## src/rtl/pwr_mode_pkg.sv

```systemverilog
package pwr_mode_pkg;

  localparam int unsigned CFG_W    = 8;
  localparam int unsigned UP_BIT   = 5;
  localparam int unsigned IDLE_BIT = 6;
  localparam int unsigned SEL_BIT  = 7;

  typedef enum logic [1:0] {
    MODE_NORMAL = 2'b00,
    MODE_GREEN  = 2'b01,
    MODE_SLEEP  = 2'b10,
    MODE_IDLE   = 2'b11
  } pwr_mode_e;

  typedef struct packed {
    logic fast_sel;
    logic halt_idle;
    logic freq_up;
  } ctrl_bits_t;

endpackage

```

## src/rtl/pmc_rst_sync.sv

```systemverilog
module pmc_rst_sync #(
  parameter int unsigned STAGES = 2
) (
  input  logic clk,
  input  logic rst_n,
  output logic rst_n_sync
);

  logic [STAGES-1:0] chain_q;

  always_ff @(posedge clk or negedge rst_n) begin
    if (!rst_n) chain_q <= '0;
    else        chain_q <= {chain_q[STAGES-2:0], 1'b1};
  end

  assign rst_n_sync = chain_q[STAGES-1];

endmodule

```

## src/rtl/pmc_ctrl_reg.sv

```systemverilog
module pmc_ctrl_reg
  import pwr_mode_pkg::*;
(
  input  logic             clk,
  input  logic             rst_n,
  input  logic             wr_en_i,
  input  logic [CFG_W-1:0] wr_data_i,
  input  logic             halted_i,
  input  logic             wake_i,
  output ctrl_bits_t       ctrl_o,
  output logic [CFG_W-1:0] rd_data_o
);

  ctrl_bits_t ctrl_q, ctrl_d;

  always_comb begin
    ctrl_d = ctrl_q;
    if (halted_i) begin
      if (wake_i) begin
        ctrl_d.fast_sel = 1'b0;
        ctrl_d.freq_up  = 1'b0;
      end
    end else if (wr_en_i) begin
      ctrl_d.fast_sel  = wr_data_i[SEL_BIT];
      ctrl_d.halt_idle = wr_data_i[IDLE_BIT];
      ctrl_d.freq_up   = wr_data_i[UP_BIT];
    end
  end

  always_ff @(posedge clk or negedge rst_n) begin
    if (!rst_n) ctrl_q <= '0;
    else        ctrl_q <= ctrl_d;
  end

  always_comb begin
    rd_data_o           = '0;
    rd_data_o[SEL_BIT]  = ctrl_q.fast_sel;
    rd_data_o[IDLE_BIT] = ctrl_q.halt_idle;
    rd_data_o[UP_BIT]   = ctrl_q.freq_up;
  end

  assign ctrl_o = ctrl_q;

  AST_CTRL_FROZEN_IN_HALT: assert property (@(posedge clk) disable iff (!rst_n)
    halted_i && !wake_i |=> $stable(ctrl_q));

  AST_WAKE_DROPS_FAST: assert property (@(posedge clk) disable iff (!rst_n)
    halted_i && wake_i |=> !ctrl_q.fast_sel && !ctrl_q.freq_up);

endmodule

```

## src/rtl/pmc_halt_fsm.sv

```systemverilog
module pmc_halt_fsm (
  input  logic clk,
  input  logic rst_n,
  input  logic halt_req_i,
  input  logic wake_i,
  input  logic idle_sel_i,
  output logic halted_o,
  output logic idle_o
);

  logic halt_q, halt_d;
  logic idle_q, idle_d;

  always_comb begin
    halt_d = halt_q;
    idle_d = idle_q;
    if (halt_q) begin
      if (wake_i) begin
        halt_d = 1'b0;
        idle_d = 1'b0;
      end
    end else if (halt_req_i) begin
      halt_d = 1'b1;
      idle_d = idle_sel_i;
    end
  end

  always_ff @(posedge clk or negedge rst_n) begin
    if (!rst_n) begin
      halt_q <= 1'b0;
      idle_q <= 1'b0;
    end else begin
      halt_q <= halt_d;
      idle_q <= idle_d;
    end
  end

  assign halted_o = halt_q;
  assign idle_o   = idle_q;

  AST_HALT_ENTRY: assert property (@(posedge clk) disable iff (!rst_n)
    !halt_q && halt_req_i |=> halt_q);

  AST_IDLE_PICK: assert property (@(posedge clk) disable iff (!rst_n)
    !halt_q && halt_req_i |=> idle_q == $past(idle_sel_i));

  AST_WAKE_EXIT: assert property (@(posedge clk) disable iff (!rst_n)
    halt_q && wake_i |=> !halt_q);

  AST_RUN_NO_IDLE: assert property (@(posedge clk) disable iff (!rst_n)
    !halt_q |-> !idle_q);

endmodule

```

## src/rtl/pmc_clk_decode.sv

```systemverilog
module pmc_clk_decode
  import pwr_mode_pkg::*;
(
  input  ctrl_bits_t ctrl_i,
  input  logic       halted_i,
  input  logic       idle_i,
  output pwr_mode_e  mode_o,
  output logic       slow_en_o,
  output logic       fast_en_o,
  output logic       sel_fast_o
);

  logic run_fast;

  assign run_fast = ctrl_i.fast_sel & ctrl_i.freq_up;

  always_comb begin
    if (halted_i) begin
      mode_o     = idle_i ? MODE_IDLE : MODE_SLEEP;
      slow_en_o  = ~idle_i;
      fast_en_o  = 1'b0;
      sel_fast_o = 1'b0;
    end else begin
      mode_o     = run_fast ? MODE_NORMAL : MODE_GREEN;
      slow_en_o  = 1'b1;
      fast_en_o  = ctrl_i.freq_up;
      sel_fast_o = run_fast;
    end
  end

endmodule

```

## src/rtl/pwr_mode_ctrl.sv

```systemverilog
module pwr_mode_ctrl
  import pwr_mode_pkg::*;
#(
  parameter int unsigned SYNC_STAGES = 2
) (
  input  logic             clk,
  input  logic             rst_n,
  input  logic             cfg_we,
  input  logic [CFG_W-1:0] cfg_wdata,
  output logic [CFG_W-1:0] cfg_rdata,
  input  logic             halt_req,
  input  logic             wake,
  output logic [1:0]       mode,
  output logic             slow_osc_en,
  output logic             fast_gen_en,
  output logic             sysclk_fast,
  output logic             cpu_halt
);

  logic       rst_n_int;
  logic       halted;
  logic       idle;
  ctrl_bits_t ctrl;
  pwr_mode_e  mode_enc;

  pmc_rst_sync #(.STAGES(SYNC_STAGES)) u_rst (
    .clk        (clk),
    .rst_n      (rst_n),
    .rst_n_sync (rst_n_int)
  );

  pmc_ctrl_reg u_reg (
    .clk       (clk),
    .rst_n     (rst_n_int),
    .wr_en_i   (cfg_we),
    .wr_data_i (cfg_wdata),
    .halted_i  (halted),
    .wake_i    (wake),
    .ctrl_o    (ctrl),
    .rd_data_o (cfg_rdata)
  );

  pmc_halt_fsm u_fsm (
    .clk        (clk),
    .rst_n      (rst_n_int),
    .halt_req_i (halt_req),
    .wake_i     (wake),
    .idle_sel_i (ctrl.halt_idle),
    .halted_o   (halted),
    .idle_o     (idle)
  );

  pmc_clk_decode u_dec (
    .ctrl_i     (ctrl),
    .halted_i   (halted),
    .idle_i     (idle),
    .mode_o     (mode_enc),
    .slow_en_o  (slow_osc_en),
    .fast_en_o  (fast_gen_en),
    .sel_fast_o (sysclk_fast)
  );

  assign mode     = mode_enc;
  assign cpu_halt = halted;

  AST_SEL_NEEDS_GEN: assert property (@(posedge clk) disable iff (!rst_n_int)
    sysclk_fast |-> fast_gen_en);

  AST_HALT_NO_FAST: assert property (@(posedge clk) disable iff (!rst_n_int)
    cpu_halt |-> !fast_gen_en && !sysclk_fast);

  AST_IDLE_OSC_OFF: assert property (@(posedge clk) disable iff (!rst_n_int)
    mode == MODE_IDLE |-> !slow_osc_en && cpu_halt);

  AST_EXIT_TO_GREEN: assert property (@(posedge clk) disable iff (!rst_n_int)
    $fell(cpu_halt) |-> mode == MODE_GREEN);

endmodule

```

## config.mk

```make
export PLATFORM = sky130hd
export DESIGN_NAME = pwr_mode_ctrl
export DESIGN_NICKNAME = d
export VERILOG_FILES = /design/src/rtl/pwr_mode_pkg.sv /design/src/rtl/pmc_rst_sync.sv /design/src/rtl/pmc_ctrl_reg.sv /design/src/rtl/pmc_halt_fsm.sv /design/src/rtl/pmc_clk_decode.sv /design/src/rtl/pwr_mode_ctrl.sv
export SDC_FILE = /design/constraint.sdc
export NUM_CORES = 1
export LEC_CHECK = 0
export ABC_AREA = 0
export CAP_MARGIN = 20
export CORE_AREA = 2 2 39 41
export DETAILED_ROUTE_END_ITERATION = 16
export DIE_AREA = 0 0 41 43
export DONT_BUFFER_PORTS = 1
export PLACE_DENSITY = 0.52
export SLEW_MARGIN = 20
export SYNTH_ARGS = -nofsm -noshare
export SYNTH_HDL_FRONTEND = slang
export SYNTH_SLANG_ARGS = --single-unit
```

## constraint.sdc

```tcl
create_clock -name clk -period 1.5 [get_ports clk]
set_input_delay 0.15 -clock clk [delete_from_list [all_inputs] [get_ports clk]]
set_output_delay 0.15 -clock clk [all_outputs]
set_load 0.005 [all_outputs]
```

==> impl_metrics.env, run 1 <==
export IMPL_status="complete, no violations"
export IMPL_yosysTopAreaCell="dfrtp_1"
export IMPL_timing_final_crit_period_ns=1.29
export IMPL_hold_viol=0
export IMPL_cap_viol_max_count=0
export IMPL_io_pins=27
export IMPL_arrival_ns=1.14
export IMPL_gp_congestion=0.632
export IMPL_die_area_mm2=0.00176
export IMPL_period_share_pct=85.7
export IMPL_die_w_um=41
export IMPL_fillers=153
export IMPL_detail_route_antenna_nets=0
export IMPL_grt_ovfl_total=0
export IMPL_cts_tree="yes"
export IMPL_synth_area_um2=380
export IMPL_avgSynthCellArea_um2=11.5
export IMPL_slew_viol_final=0
export IMPL_hold_class="in2reg"
export IMPL_ctsRootBufferMaster="clkbuf_4"
export IMPL_layout_nets=49
export IMPL_rsz0062_at_grt="false"
export IMPL_required_ns=1.35
export IMPL_drc=0
export IMPL_area_delta_synth_final_pct=4.93
export IMPL_postCtsSetupBuffers=0
export IMPL_p_int_mw=0.349
export IMPL_vias=220
export IMPL_final_cells=51
export IMPL_switching_share_pct=26.4
export IMPL_setup_tns_ns=0
export IMPL_mostFrequentLayoutCells="6 x conb_1, 6 x dfrtp_1, 4 x mux2i_1, 3 x clkbuf_4"
export IMPL_p_leak_nw=0.197
export IMPL_h_tree_depth=1
export IMPL_clk_latency_ns=0.25
export IMPL_port_buffers=0
export IMPL_fmax_ghz=0.777
export IMPL_grt_usage_pct=8.64
export IMPL_power_switching_mw=0.125
export IMPL_ys_seq_area_share_pct=46.1
export IMPL_clkSinkCount=7
export IMPL_synthTopCellsByArea="dfrtp_1 46%, buf_4 14%, mux2i_1 11%"
export IMPL_design_area_um2=399
export IMPL_grt_pass1_wl_um=952
export IMPL_worst_setup_path_start_kind="flop"
export IMPL_synth_top_area_share_pct=46.1
export IMPL_synth_cell_types=16
export IMPL_cts_made_buffers=3
export IMPL_ys_warn_count=0
export IMPL_hpwl_um=500
export IMPL_die_y_um=43
export IMPL_viasPerCell=4.31
export IMPL_core_mm2=0.00138
export IMPL_vdd_drop_max_uv=378
export IMPL_critical_path_class="reg2out"
export IMPL_finalWirelength_um=640
export IMPL_dp_cells=45
export IMPL_synth_seq_cells=7
export IMPL_end_kind="primary output"
export IMPL_grt_pass1_vias=234
export IMPL_drive_gt1_share_pct=22.9
export IMPL_clock_skew_ns=0.00112
export IMPL_p_per_area_mw_per_mm2=1190
export IMPL_total_power_mw=0.474
export IMPL_clockPowerShare_pct=35.9
export IMPL_diodes=0
export IMPL_clockBufferDepth=2
export IMPL_placed_cell_area_um2=352
export IMPL_finalSetupViolations=0
export IMPL_first_pass_iters=4
export IMPL_first_iter_violations=1
export IMPL_synthCells=33
export IMPL_antenna_found_initial=0
export IMPL_grt_max_degree=13
export IMPL_start_util_pct=27.5
export IMPL_avgRoutedWirePerCell_um=12.5
export IMPL_p_seq_share_pct=51.7
export IMPL_clkTransAtPathRegs_ns=0.05
export IMPL_num_rows=14
export IMPL_p_comb_share_pct=12.4
export IMPL_cp_max_fo=12
[worst max-delay path, cell delays in order, from the launching register on]
cell and delay, ns:
dfrtp_2 0.52, and3b_1 0.25, a21oi_2 0.12
[state kept, by name (all words and copies together), names as in the netlist]
register / count
u_reg.ctrl_o: 3
u_rst.chain_q: 2
u_fsm.halted_o: 1
u_fsm.idle_o: 1
[final timing paths]
check                                 start              end  slack (ns)  depth (start not counted)
setup / recovery             u_fsm.halted_o          mode[0]        0.21                          2
hold / removal                 cfg_wdata[5]  u_reg.ctrl_o[0]        0.04                          1
setup reg to reg             u_fsm.halted_o  u_reg.ctrl_o[1]        0.41                          2
hold reg to reg            u_rst.chain_q[1]  u_reg.ctrl_o[2]        0.07                          0
max in group asynchronous  u_rst.chain_q[1]   u_fsm.halted_o        1.24                          0
min in group asynchronous  u_rst.chain_q[1]  u_reg.ctrl_o[2]        0.07                          0
[synthesized netlist by cell type]
library cell / number
buf_4: 7
dfrtp_1: 7
mux2i_1: 4
conb_1: 2
inv_1: 2
a21oi_2: 1
a22o_1: 1
and2b_2: 1
and3b_1: 1
buf_6: 1
mux2_4: 1
nand2_1: 1
nand3b_1: 1
nor2b_4: 1
o21ai_0: 1
o22ai_1: 1
[routing by layer]
| layer | share of wire (%) | GRT usage, % | wire length, um | up-vias |
|---|---|---|---|---|
| met4 | 0 | 6.00 | 0 | 0 |
| met1 | 38 | 8.36 | 240 | 109 |
| li1 | - | - | - | 98 |
| met3 | 8.6 | 4.71 | 55 | 0 |
| met5 | 0 | 0 | 0 | - |
| met2 | 54 | 13.1 | 344 | 13 |
[per-stage QoR]
stage,hold WS (ns),utilization [%],setup WS [ns]
floorplan,-0.146,-,0.437
global placement,-0.146,25.4,0.336
detailed placement,-0.146,25.4,0.310
CTS,0.0271,28.8,0.0417
global route,0.0290,28.8,0.100
finish,0.0398,28.8,0.214
[cells by family after synthesis]
family	after synthesis	synth area share, %
buf+inv	10	18.8
flops	7	46.1
mux	5	14.5
simple gates	5	11.2
compound gates	4	7.57
other cells	2	1.97
[power groups by stage]
stage	clock network (mW)	registers, mW	logic [mW]
after floorplan	0	0.231	0.0836
after global placement	0	0.247	0.0531
after detailed placement	0	0.249	0.0544
after CTS	0.178	0.246	0.0595
after global routing	0.191	0.251	0.0679
final	0.170	0.245	0.0590
[area by class of cell]
type | count | area (um2) | share of cell area (%)
Sequential cell | 7 | 176 | 44.2
Multi-Input combinational cell | 20 | 149 | 37.3
Clock buffer | 4 | 26.3 | 6.58
Timing Repair Buffer | 2 | 20.0 | 5.02
Tap cell | 16 | 20.0 | 5.02
Inverter | 2 | 7.51 | 1.88
[timing repair]
item,4_1_cts,5_1_grt
hold endpoints to repair,4,0
gates resized for setup,0,1
hold buffers,2,0
endpoints found under the setup margin,0,1
(Power assumes the default switching activity.)
==> run 2, diff against run 1 <==
--- a/config.mk
+++ b/config.mk
@@ -6,12 +6,12 @@
 export NUM_CORES = 1
 export LEC_CHECK = 0
 export ABC_AREA = 0
+export BUFFER_PORTS_ARGS = -buffer_cell sky130_fd_sc_hd__buf_2
 export CAP_MARGIN = 20
 export CORE_AREA = 2 2 39 41
 export DETAILED_ROUTE_END_ITERATION = 16
 export DIE_AREA = 0 0 41 43
-export DONT_BUFFER_PORTS = 1
-export PLACE_DENSITY = 0.52
+export PLACE_DENSITY = 0.69
 export SLEW_MARGIN = 20
 export SYNTH_ARGS = -nofsm -noshare
 export SYNTH_HDL_FRONTEND = slang
==> impl_metrics.env, run 2 (synthesis results as in run 1) <==
export IMPL_end_kind="primary output"
export IMPL_hold_class="reg2async"
export IMPL_setup_tns_ns=0
export IMPL_hold_viol=0
export IMPL_p_per_area_mw_per_mm2=1070
export IMPL_largest_register_ffs=3
export IMPL_cts_made_buffers=3
export IMPL_worst_setup_path_start_kind="flop"
export IMPL_vias=276
export IMPL_first_iter_violations=1
export IMPL_area_delta_synth_final_pct=23.4
export IMPL_mostFrequentLayoutCells="16 x buf_2, 6 x conb_1, 6 x dfrtp_1, 4 x mux2i_1, 3 x clkbuf_4"
export IMPL_final_common_cell="buf_2"
export IMPL_clkTransAtPathRegs_ns=0.05
export IMPL_io_pins=27
export IMPL_design_area_um2=469
export IMPL_worstReg2RegStart="u_fsm.halted_o"
export IMPL_grt_ovfl_total=0
export IMPL_period_share_pct=87.9
export IMPL_required_ns=1.35
export IMPL_clkSinkCount=7
export IMPL_rsz0062_at_grt="false"
export IMPL_grt_max_degree=13
export IMPL_die_y_um=43
export IMPL_viasPerCell=4.18
export IMPL_finalSetupViolations=0
export IMPL_grt_usage_pct=9.39
export IMPL_vdd_drop_max_uv=451
export IMPL_drc=0
export IMPL_grt_pass1_wl_um=1060
export IMPL_r2r_end="u_reg.ctrl_o[1]"
export IMPL_port_buffers=16
export IMPL_antenna_found_initial=0
export IMPL_clockBufferDepth=2
export IMPL_hpwl_um=492
export IMPL_cp_max_fo=12
export IMPL_p_leak_nw=0.259
export IMPL_final_cells=66
export IMPL_drive_gt1_share_pct=48.0
export IMPL_fillers=159
export IMPL_avgRoutedWirePerCell_um=9.08
export IMPL_die_w_um=41
export IMPL_core_mm2=0.00138
export IMPL_fmax_ghz=0.758
export IMPL_worstRegToRegCells=2
export IMPL_die_area_mm2=0.00176
export IMPL_ctsRootBufferMaster="clkbuf_4"
export IMPL_critical_path_class="reg2out"
export IMPL_start_util_pct=27.5
export IMPL_multi_input_area_um2=149
export IMPL_cap_viol_max_count=0
export IMPL_arrival_ns=1.17
export IMPL_finalWirelength_um=599
export IMPL_detail_route_antenna_nets=0
export IMPL_ff2ff_setup_slack_ns=0.44
export IMPL_cts_tree="yes"
export IMPL_clock_skew_ns=0.00524
export IMPL_h_tree_depth=1
export IMPL_dp_cells=61
export IMPL_postCtsSetupBuffers=0
export IMPL_num_rows=14
export IMPL_grt_pass1_vias=268
export IMPL_clk_latency_ns=0.25
export IMPL_layout_nets=64
export IMPL_ff_latch_area_um2=176
export IMPL_first_pass_iters=4
export IMPL_fin_util_pct=33.9
export IMPL_placed_cell_area_um2=432
export IMPL_status="complete, no violations"
export IMPL_gp_congestion=0.698
export IMPL_diodes=0
export IMPL_slew_viol_final=0
export IMPL_timing_final_crit_period_ns=1.32
## run 2: worst max-delay path, cell delays in order (launching register included)
cell and delay (ns):
dfrtp_2 0.49, and3b_1 0.22, a21oi_2 0.09, buf_2 0.11
## run 2: timing repair
action                                  CTS  global route
hold buffers                              1             0
endpoints found under the hold margin     2             0
endpoints found under the setup margin    0             1
gates resized for setup                   0             1
## run 2: final cells by class
cell class | instances | area share, %
multi-input cells | 20 | 31.7
inverters | 2 | 1.60
repair buffers | 17 | 19.2
flip-flops and latches | 7 | 37.6
well taps | 16 | 4.27
clock buffers | 4 | 5.60
## run 2: how the worst max path moves through the flow
| stage | from | endpoint | slack, ns | cells past startpoint |
|---|---|---|---|---|
| 3_3_place_gp | u_fsm.halted_o | mode[0] | 0.33 | 3 |
| 6_report | u_fsm.halted_o | mode[0] | 0.18 | 3 |
| 2_1_floorplan | u_fsm.halted_o | u_reg.ctrl_o[1] | 0.44 | 3 |
| 3_5_place_dp | u_fsm.halted_o | mode[0] | 0.32 | 3 |
| 4_1_cts | u_fsm.halted_o | mode[0] | 0.04 | 3 |
| 5_1_grt | u_fsm.halted_o | mode[0] | 0.08 | 3 |
## run 2: per-stage QoR
stage / setup slack [ns] / hold WS [ns] / power [mW]
3_3_place_gp: 0.330 / -0.0645 / 0.333
2_1_floorplan: 0.437 / -0.146 / 0.315
5_1_grt: 0.0849 / 0.0933 / 0.548
6_report: 0.181 / 0.0699 / 0.501
3_5_place_dp: 0.317 / -0.0630 / 0.338
4_1_cts: 0.0379 / 0.0813 / 0.515
## run 2: report_power, final
part	switching [mW]	internal (mW)	leakage, nW
clock	0.0658	0.101	0.0150
sequential	0.0277	0.212	0.0847
combinational	0.0364	0.0577	0.159
## run 2: per-layer routing
metal | track usage (%) | part of all wire, %
met5 | 0 | 0
met1 | 9.51 | 40
met4 | 4.00 | 0
met2 | 14.4 | 50
met3 | 6.28 | 10
